**config.mk**
```make
export PLATFORM = sky130hd
export DESIGN_NAME = pause_frame_det
export DESIGN_NICKNAME = d
export VERILOG_FILES = /design/src/rtl/pause_det_pkg.sv /design/src/rtl/pause_det_datapath.sv /design/src/rtl/pause_det_ctrl.sv /design/src/rtl/pause_frame_det.sv
export SDC_FILE = /design/constraint.sdc
export NUM_CORES = 1
export LEC_CHECK = 0
export BUFFER_PORTS_ARGS = -buffer_cell sky130_fd_sc_hd__buf_2
export CAP_MARGIN = 0
export CORE_ASPECT_RATIO = 1.75
export CORE_MARGIN = 2
export CORE_UTILIZATION = 40
export CTS_CLUSTER_DIAMETER = 30
export DETAILED_ROUTE_END_ITERATION = 7
export MAX_ROUTING_LAYER = met4
export SLEW_MARGIN = 0
export SYNTH_ARGS = -nofsm -noshare
export SYNTH_HDL_FRONTEND = slang
export SYNTH_SLANG_ARGS = --single-unit
```
**constraint.sdc**
```tcl
create_clock -name clk -period 1.8 [get_ports clk]
set_input_delay 0.09 -clock clk [delete_from_list [all_inputs] [get_ports clk]]
set_output_delay 0.09 -clock clk [all_outputs]
set_load 0.02 [all_outputs]
```
**src/rtl/pause_det_pkg.sv**
```systemverilog
package pause_det_pkg;

  localparam int HDR_BYTES = 16;
  localparam int QUANTA_FIRST = 16;

  typedef struct packed {
    logic loadTimer;
    logic decTimer;
  } timerStrobe_t;

  // {compare-enable, expected byte} for header position idx
  function automatic logic [8:0] hdrExpect(input int unsigned idx);
    case (idx)
      0:  return {1'b1, 8'h01};
      1:  return {1'b1, 8'h80};
      2:  return {1'b1, 8'hC2};
      3:  return {1'b1, 8'h00};
      4:  return {1'b1, 8'h00};
      5:  return {1'b1, 8'h01};
      12: return {1'b1, 8'h88};
      13: return {1'b1, 8'h08};
      14: return {1'b1, 8'h00};
      15: return {1'b1, 8'h01};
      default: return {1'b0, 8'h00};
    endcase
  endfunction

endpackage

```
**src/rtl/pause_det_datapath.sv**
```systemverilog
module pause_det_datapath
  import pause_det_pkg::*;
#(
  parameter int QUANTA_BYTES = 2,
  parameter int MIN_LEN = 64
) (
  input  logic         clk,
  input  logic         rstN,
  input  logic [7:0]   rxData,
  input  logic         rxValid,
  input  logic         rxSof,
  input  timerStrobe_t strobes,
  output logic         frameHit,
  output logic         pauseActive
);

  localparam int QUANTA_W = 8 * QUANTA_BYTES;
  localparam int IDX_W = $clog2(MIN_LEN) + 1;
  localparam logic [IDX_W-1:0] IDX_MAX = '1;

  logic [IDX_W-1:0]    byteIdx;
  logic [IDX_W-1:0]    curIdx;
  logic                hdrOk;
  logic                byteMatch;
  logic                lenOk;
  logic [8:0]          expByte;
  logic [QUANTA_W-1:0] quanta;
  logic [QUANTA_W-1:0] pauseCnt;

  assign curIdx    = rxSof ? '0 : byteIdx;
  assign expByte   = hdrExpect(int'(curIdx));
  assign byteMatch = ~expByte[8] | (rxData == expByte[7:0]);
  assign lenOk     = int'(curIdx) >= (MIN_LEN - 1);
  assign frameHit  = rxValid & ~rxSof & hdrOk & lenOk;

  always_ff @(posedge clk or negedge rstN) begin
    if (!rstN) begin
      byteIdx <= '0;
    end else if (rxValid) begin
      byteIdx <= (curIdx == IDX_MAX) ? curIdx : curIdx + 1'b1;
    end
  end

  always_ff @(posedge clk or negedge rstN) begin
    if (!rstN) begin
      hdrOk <= 1'b0;
    end else if (rxValid && int'(curIdx) < HDR_BYTES) begin
      hdrOk <= (rxSof | hdrOk) & byteMatch;
    end
  end

  generate
    if (QUANTA_BYTES == 1) begin : g_q1
      always_ff @(posedge clk or negedge rstN) begin
        if (!rstN) quanta <= '0;
        else if (rxValid && int'(curIdx) == QUANTA_FIRST) quanta <= rxData;
      end
    end else begin : g_qn
      always_ff @(posedge clk or negedge rstN) begin
        if (!rstN) begin
          quanta <= '0;
        end else if (rxValid && int'(curIdx) >= QUANTA_FIRST &&
                     int'(curIdx) < QUANTA_FIRST + QUANTA_BYTES) begin
          quanta <= {quanta[QUANTA_W-9:0], rxData};
        end
      end
    end
  endgenerate

  always_ff @(posedge clk or negedge rstN) begin
    if (!rstN) begin
      pauseCnt <= '0;
    end else if (strobes.loadTimer) begin
      pauseCnt <= quanta;
    end else if (strobes.decTimer && pauseCnt != '0) begin
      pauseCnt <= pauseCnt - 1'b1;
    end
  end

  assign pauseActive = |pauseCnt;

endmodule

```
**src/rtl/pause_det_ctrl.sv**
```systemverilog
module pause_det_ctrl
  import pause_det_pkg::*;
(
  input  logic         clk,
  input  logic         rstN,
  input  logic         rxValid,
  input  logic         rxEof,
  input  logic         frameGood,
  input  logic         cfgRxFlow,
  input  logic         cfgPassAll,
  input  logic         slotTick,
  input  logic         frameHit,
  output timerStrobe_t strobes,
  output logic         rxCtrlPulse,
  output logic         dropFrame
);

  logic eofGood;

  assign eofGood           = rxValid & rxEof & frameGood & frameHit;
  assign strobes.loadTimer = eofGood & cfgRxFlow;
  assign strobes.decTimer  = slotTick & ~strobes.loadTimer;

  always_ff @(posedge clk or negedge rstN) begin
    if (!rstN) begin
      rxCtrlPulse <= 1'b0;
      dropFrame   <= 1'b0;
    end else begin
      rxCtrlPulse <= eofGood;
      dropFrame   <= eofGood & ~cfgPassAll;
    end
  end

endmodule

```
**src/rtl/pause_frame_det.sv**
```systemverilog
module pause_frame_det
  import pause_det_pkg::*;
#(
  parameter int QUANTA_BYTES = 2,
  parameter int MIN_LEN = 64
) (
  input  logic       clk,
  input  logic       rstN,
  input  logic [7:0] rxData,
  input  logic       rxValid,
  input  logic       rxSof,
  input  logic       rxEof,
  input  logic       frameGood,
  input  logic       cfgRxFlow,
  input  logic       cfgPassAll,
  input  logic       slotTick,
  output logic       pauseActive,
  output logic       rxCtrlPulse,
  output logic       dropFrame
);

  timerStrobe_t strobes;
  logic         frameHit;

  pause_det_datapath #(
    .QUANTA_BYTES(QUANTA_BYTES),
    .MIN_LEN(MIN_LEN)
  ) u_dp (
    .clk(clk),
    .rstN(rstN),
    .rxData(rxData),
    .rxValid(rxValid),
    .rxSof(rxSof),
    .strobes(strobes),
    .frameHit(frameHit),
    .pauseActive(pauseActive)
  );

  pause_det_ctrl u_ctrl (
    .clk(clk),
    .rstN(rstN),
    .rxValid(rxValid),
    .rxEof(rxEof),
    .frameGood(frameGood),
    .cfgRxFlow(cfgRxFlow),
    .cfgPassAll(cfgPassAll),
    .slotTick(slotTick),
    .frameHit(frameHit),
    .strobes(strobes),
    .rxCtrlPulse(rxCtrlPulse),
    .dropFrame(dropFrame)
  );

endmodule

```
==> flow_summary.ini <==
[drt]
met2WireLength_um = 2980
wl_met1_um = 2040
routed.top_layer = met4
viasPerCell = 5.42
drtIter0Drc = 65
num_vias = 1885
wire_per_inst_um = 15.1
drt_wl_total_um = 5270
dr.pass1.iters = 4
wl_met3_um = 124
drtAntennaViolNets = 0
post-route-drc-count = 0

[power_and_ir_drop]
clock_power_share = 0.209
p_leak_nw = 1.19
swShare = 0.339
finalPower_mw = 3.53
p_seq_frac = 0.461
internal_power_mw = 2.33
power.density_nw_per_um2 = 1250
p_switching_mw = 1.20
ir_worst_vdd_mv = 0.566
p_comb_frac = 0.330

[status]
status = completed

[floorplanning]
rows = 36
die_area_um2 = 6470
die_h_um = 105
initial_core_util = 0.416
die_w_um = 61.6
coreArea_um2 = 5590
ioPinCount = 20

[worst_setup_path]
reg2regPathDepth = 5
max_stage_delay_ns = 0.47
arrival_ns = 1.98
critical_path_buf_inv_count = 1
reg2reg_from = u_dp.pauseCnt[2]
r2r_slack_ns = 0.03
cp-end-kind = flip-flop
crit_slowest_cell = or4b_1
path_max_fanout = 5
startpoint = u_dp.pauseCnt[2]
cp_cell_sequence = nor4_4, buf_4, nand4_4, or4b_1, a31oi_1
r2r-end = u_dp.pauseCnt[10]
required_ns = 2.01
critPathKind = reg2reg
path_delay_family = simple AND/OR/NAND/NOR gates
start_kind = flip-flop

[timing]
grt_setup_unrepaired = yes
fin_worst_hold_slack_ns = 0.0517
setup_viol = 0
relSlewSlack = 0.632
clock_skew_ns = 0.00664
worstMarginPinSlew_ns = 0.552
fmax_mhz = 566
hold_violations = 0
report.final.slew_viol_count = 0
min_period_ns = 1.77
layout_worst_path_cycle_share = 0.982

[synthesis]
synth.most_common_cell = dfrtp_1
netlist_area_um2 = 2330
ys.flop_type = dfrtp_1
yosysUniqueCellTypes = 52
synthTopCellsByArea = dfrtp_1, mux2_2, a21oi_1
yosysWarnings = 0
synth_commonest_cells = dfrtp_1, nor2_1, a21oi_1
synthArstFlopShare = 1.00
syn_nets = 252
synth_top_area_share = 0.452
synth_seq_area_share = 0.452
synth-edff-count = 0
synth-seq-cells = 42
yosysTopAreaCell = dfrtp_1
syn_avg_cell_area_um2 = 10.0
synth_cells = 232

[placement]
dp_hpwl_um = 3890
place_area_um2 = 2620
gp_congestion = 0.812
portBuffers = 19

[clock_network]
clockBufferDepth = 2
cts-root-buf = clkbuf_8
cts.sink_count = 42
insertion_delay_ns = 0.29
clk_pin_slew_ns = 0.08
h-tree-depth = 2
cts_buffers = 5
cts_tree = built

[layout]
drive_gt1_frac = 0.309
syn_to_final_growth_pct = 21.2
stdcell_area_um2 = 2820
fin_nets = 291
diodes = 0

[run]
maxCapViolations = 0

[hold_path]
min_path_type = in2reg
min_from = rxData[7]
min_to = u_dp.quanta[7]
whs_path_depth = 2

[grt]
grt_pass1_wl_um = 8810
grt_max_degree = 43
gr-usage-all-layers = 0.184
antenna_found_initial = 0
grt-ovfl-total = 0
grt_pass1_vias = 1912
-- layout make-up --
class                           count  area (um2)
Fill cell                         547        2770
Multi-Input combinational cell    173        1250
Sequential cell                    42        1050
Timing Repair Buffer               42         288
Tap cell                           76        95.1
Clock buffer                        7        76.3
Clock inverter                      1        30.0
Inverter                            7        26.3
-- sequential cells by signal, indices dropped and copies added, names as in the netlist --
name                flops
u_dp.byteIdx            7
u_ctrl.rxCtrlPulse      1
u_dp.quanta            16
u_ctrl.dropFrame        1
u_dp.pauseCnt          16
u_dp.hdrOk              1
-- power groups by stage --
stage | Sequential, mW | Clock, mW | Combinational (mW)
global route | 1.68 | 0.789 | 1.31
global placement | 1.62 | 0 | 1.03
detailed placement | 1.63 | 0 | 1.06
floorplan | 1.55 | 0 | 0.762
finish | 1.63 | 0.737 | 1.17
CTS | 1.62 | 0.749 | 1.11
-- through the flow --
stage,setup WS [ns],instances,util,setup TNS [ns]
final,0.0318,348,0.505,0
after floorplan,0.106,232,-,0
after global placement,0.0851,335,0.468,0
after CTS,0.00167,347,0.496,0
after global routing,-0.0491,348,0.505,-0.0572
after detailed placement,0.0488,335,0.468,0
-- logic make-up (layout without fill, tap and decap cells) --
group,count (synthesis),after routing,share of synthesized area
AO/OA/AOI/OAI,56,56,0.151
XOR/XNOR,15,15,0.0565
adder cells (fa/ha/maj),3,3,0.0161
buffers and inverters,17,57,0.0317
flip-flops,42,42,0.452
multiplexers,17,17,0.0818
AND/OR/NAND/NOR,82,82,0.211
-- repair_timing --
item,in CTS,in global routing
pin swaps,2,5
endpoints found under the setup margin,1,10
buffers inserted,2,1
hold buffers,2,0
resized for setup,3,14
hold endpoints to repair,43,0
-- how the worst max path moves through the flow --
stage	cells after the start	to	slack, ns
floorplan	8	u_dp.hdrOk	0.11
global placement	6	u_dp.hdrOk	0.09
detailed placement	4	u_dp.pauseCnt[10]	0.05
CTS	6	pauseActive	0.002
global route	5	u_dp.pauseCnt[10]	-0.05
finish	5	u_dp.pauseCnt[10]	0.03
-- metal layers --
metal,global-route usage,vias to the layer above
li1,-,928
met1,0.204,915
met2,0.319,31
met3,0.0260,11
met4,0.0669,0
met5,-,-
-- worst reg2reg max path: cells and delay by family, from the launching register on --
family                 cells  cell delay [ns]
and+or+nand+nor            3             0.88
DFF                        1             0.46
AOI/OAI and AO/OA          1             0.16
buffers and inverters      1             0.19
-- placed cells by master, fill, tap and decap left out, types with 3 or more instances in the layout --
cell / Yosys / layout
nor2_1: 23 / 23
xnor2_1: 9 / 9
o21a_1: 3 / 3
dfrtp_1: 42 / 41
nand2_1: 13 / 12
nand3_1: 4 / 3
buf_4: 0 / 21
a31oi_1: 4 / 4
clkbuf_8: 0 / 5
o2111ai_1: 3 / 3
buf_2: 8 / 18
a21oi_1: 20 / 20
o21ai_0: 10 / 9
nor3_2: 3 / 5
nor3_1: 8 / 6
xor2_1: 6 / 6
mux2_2: 16 / 16
nor2b_1: 6 / 5
inv_1: 7 / 6
No activity file was read; power rests on OpenSTA's default activity.
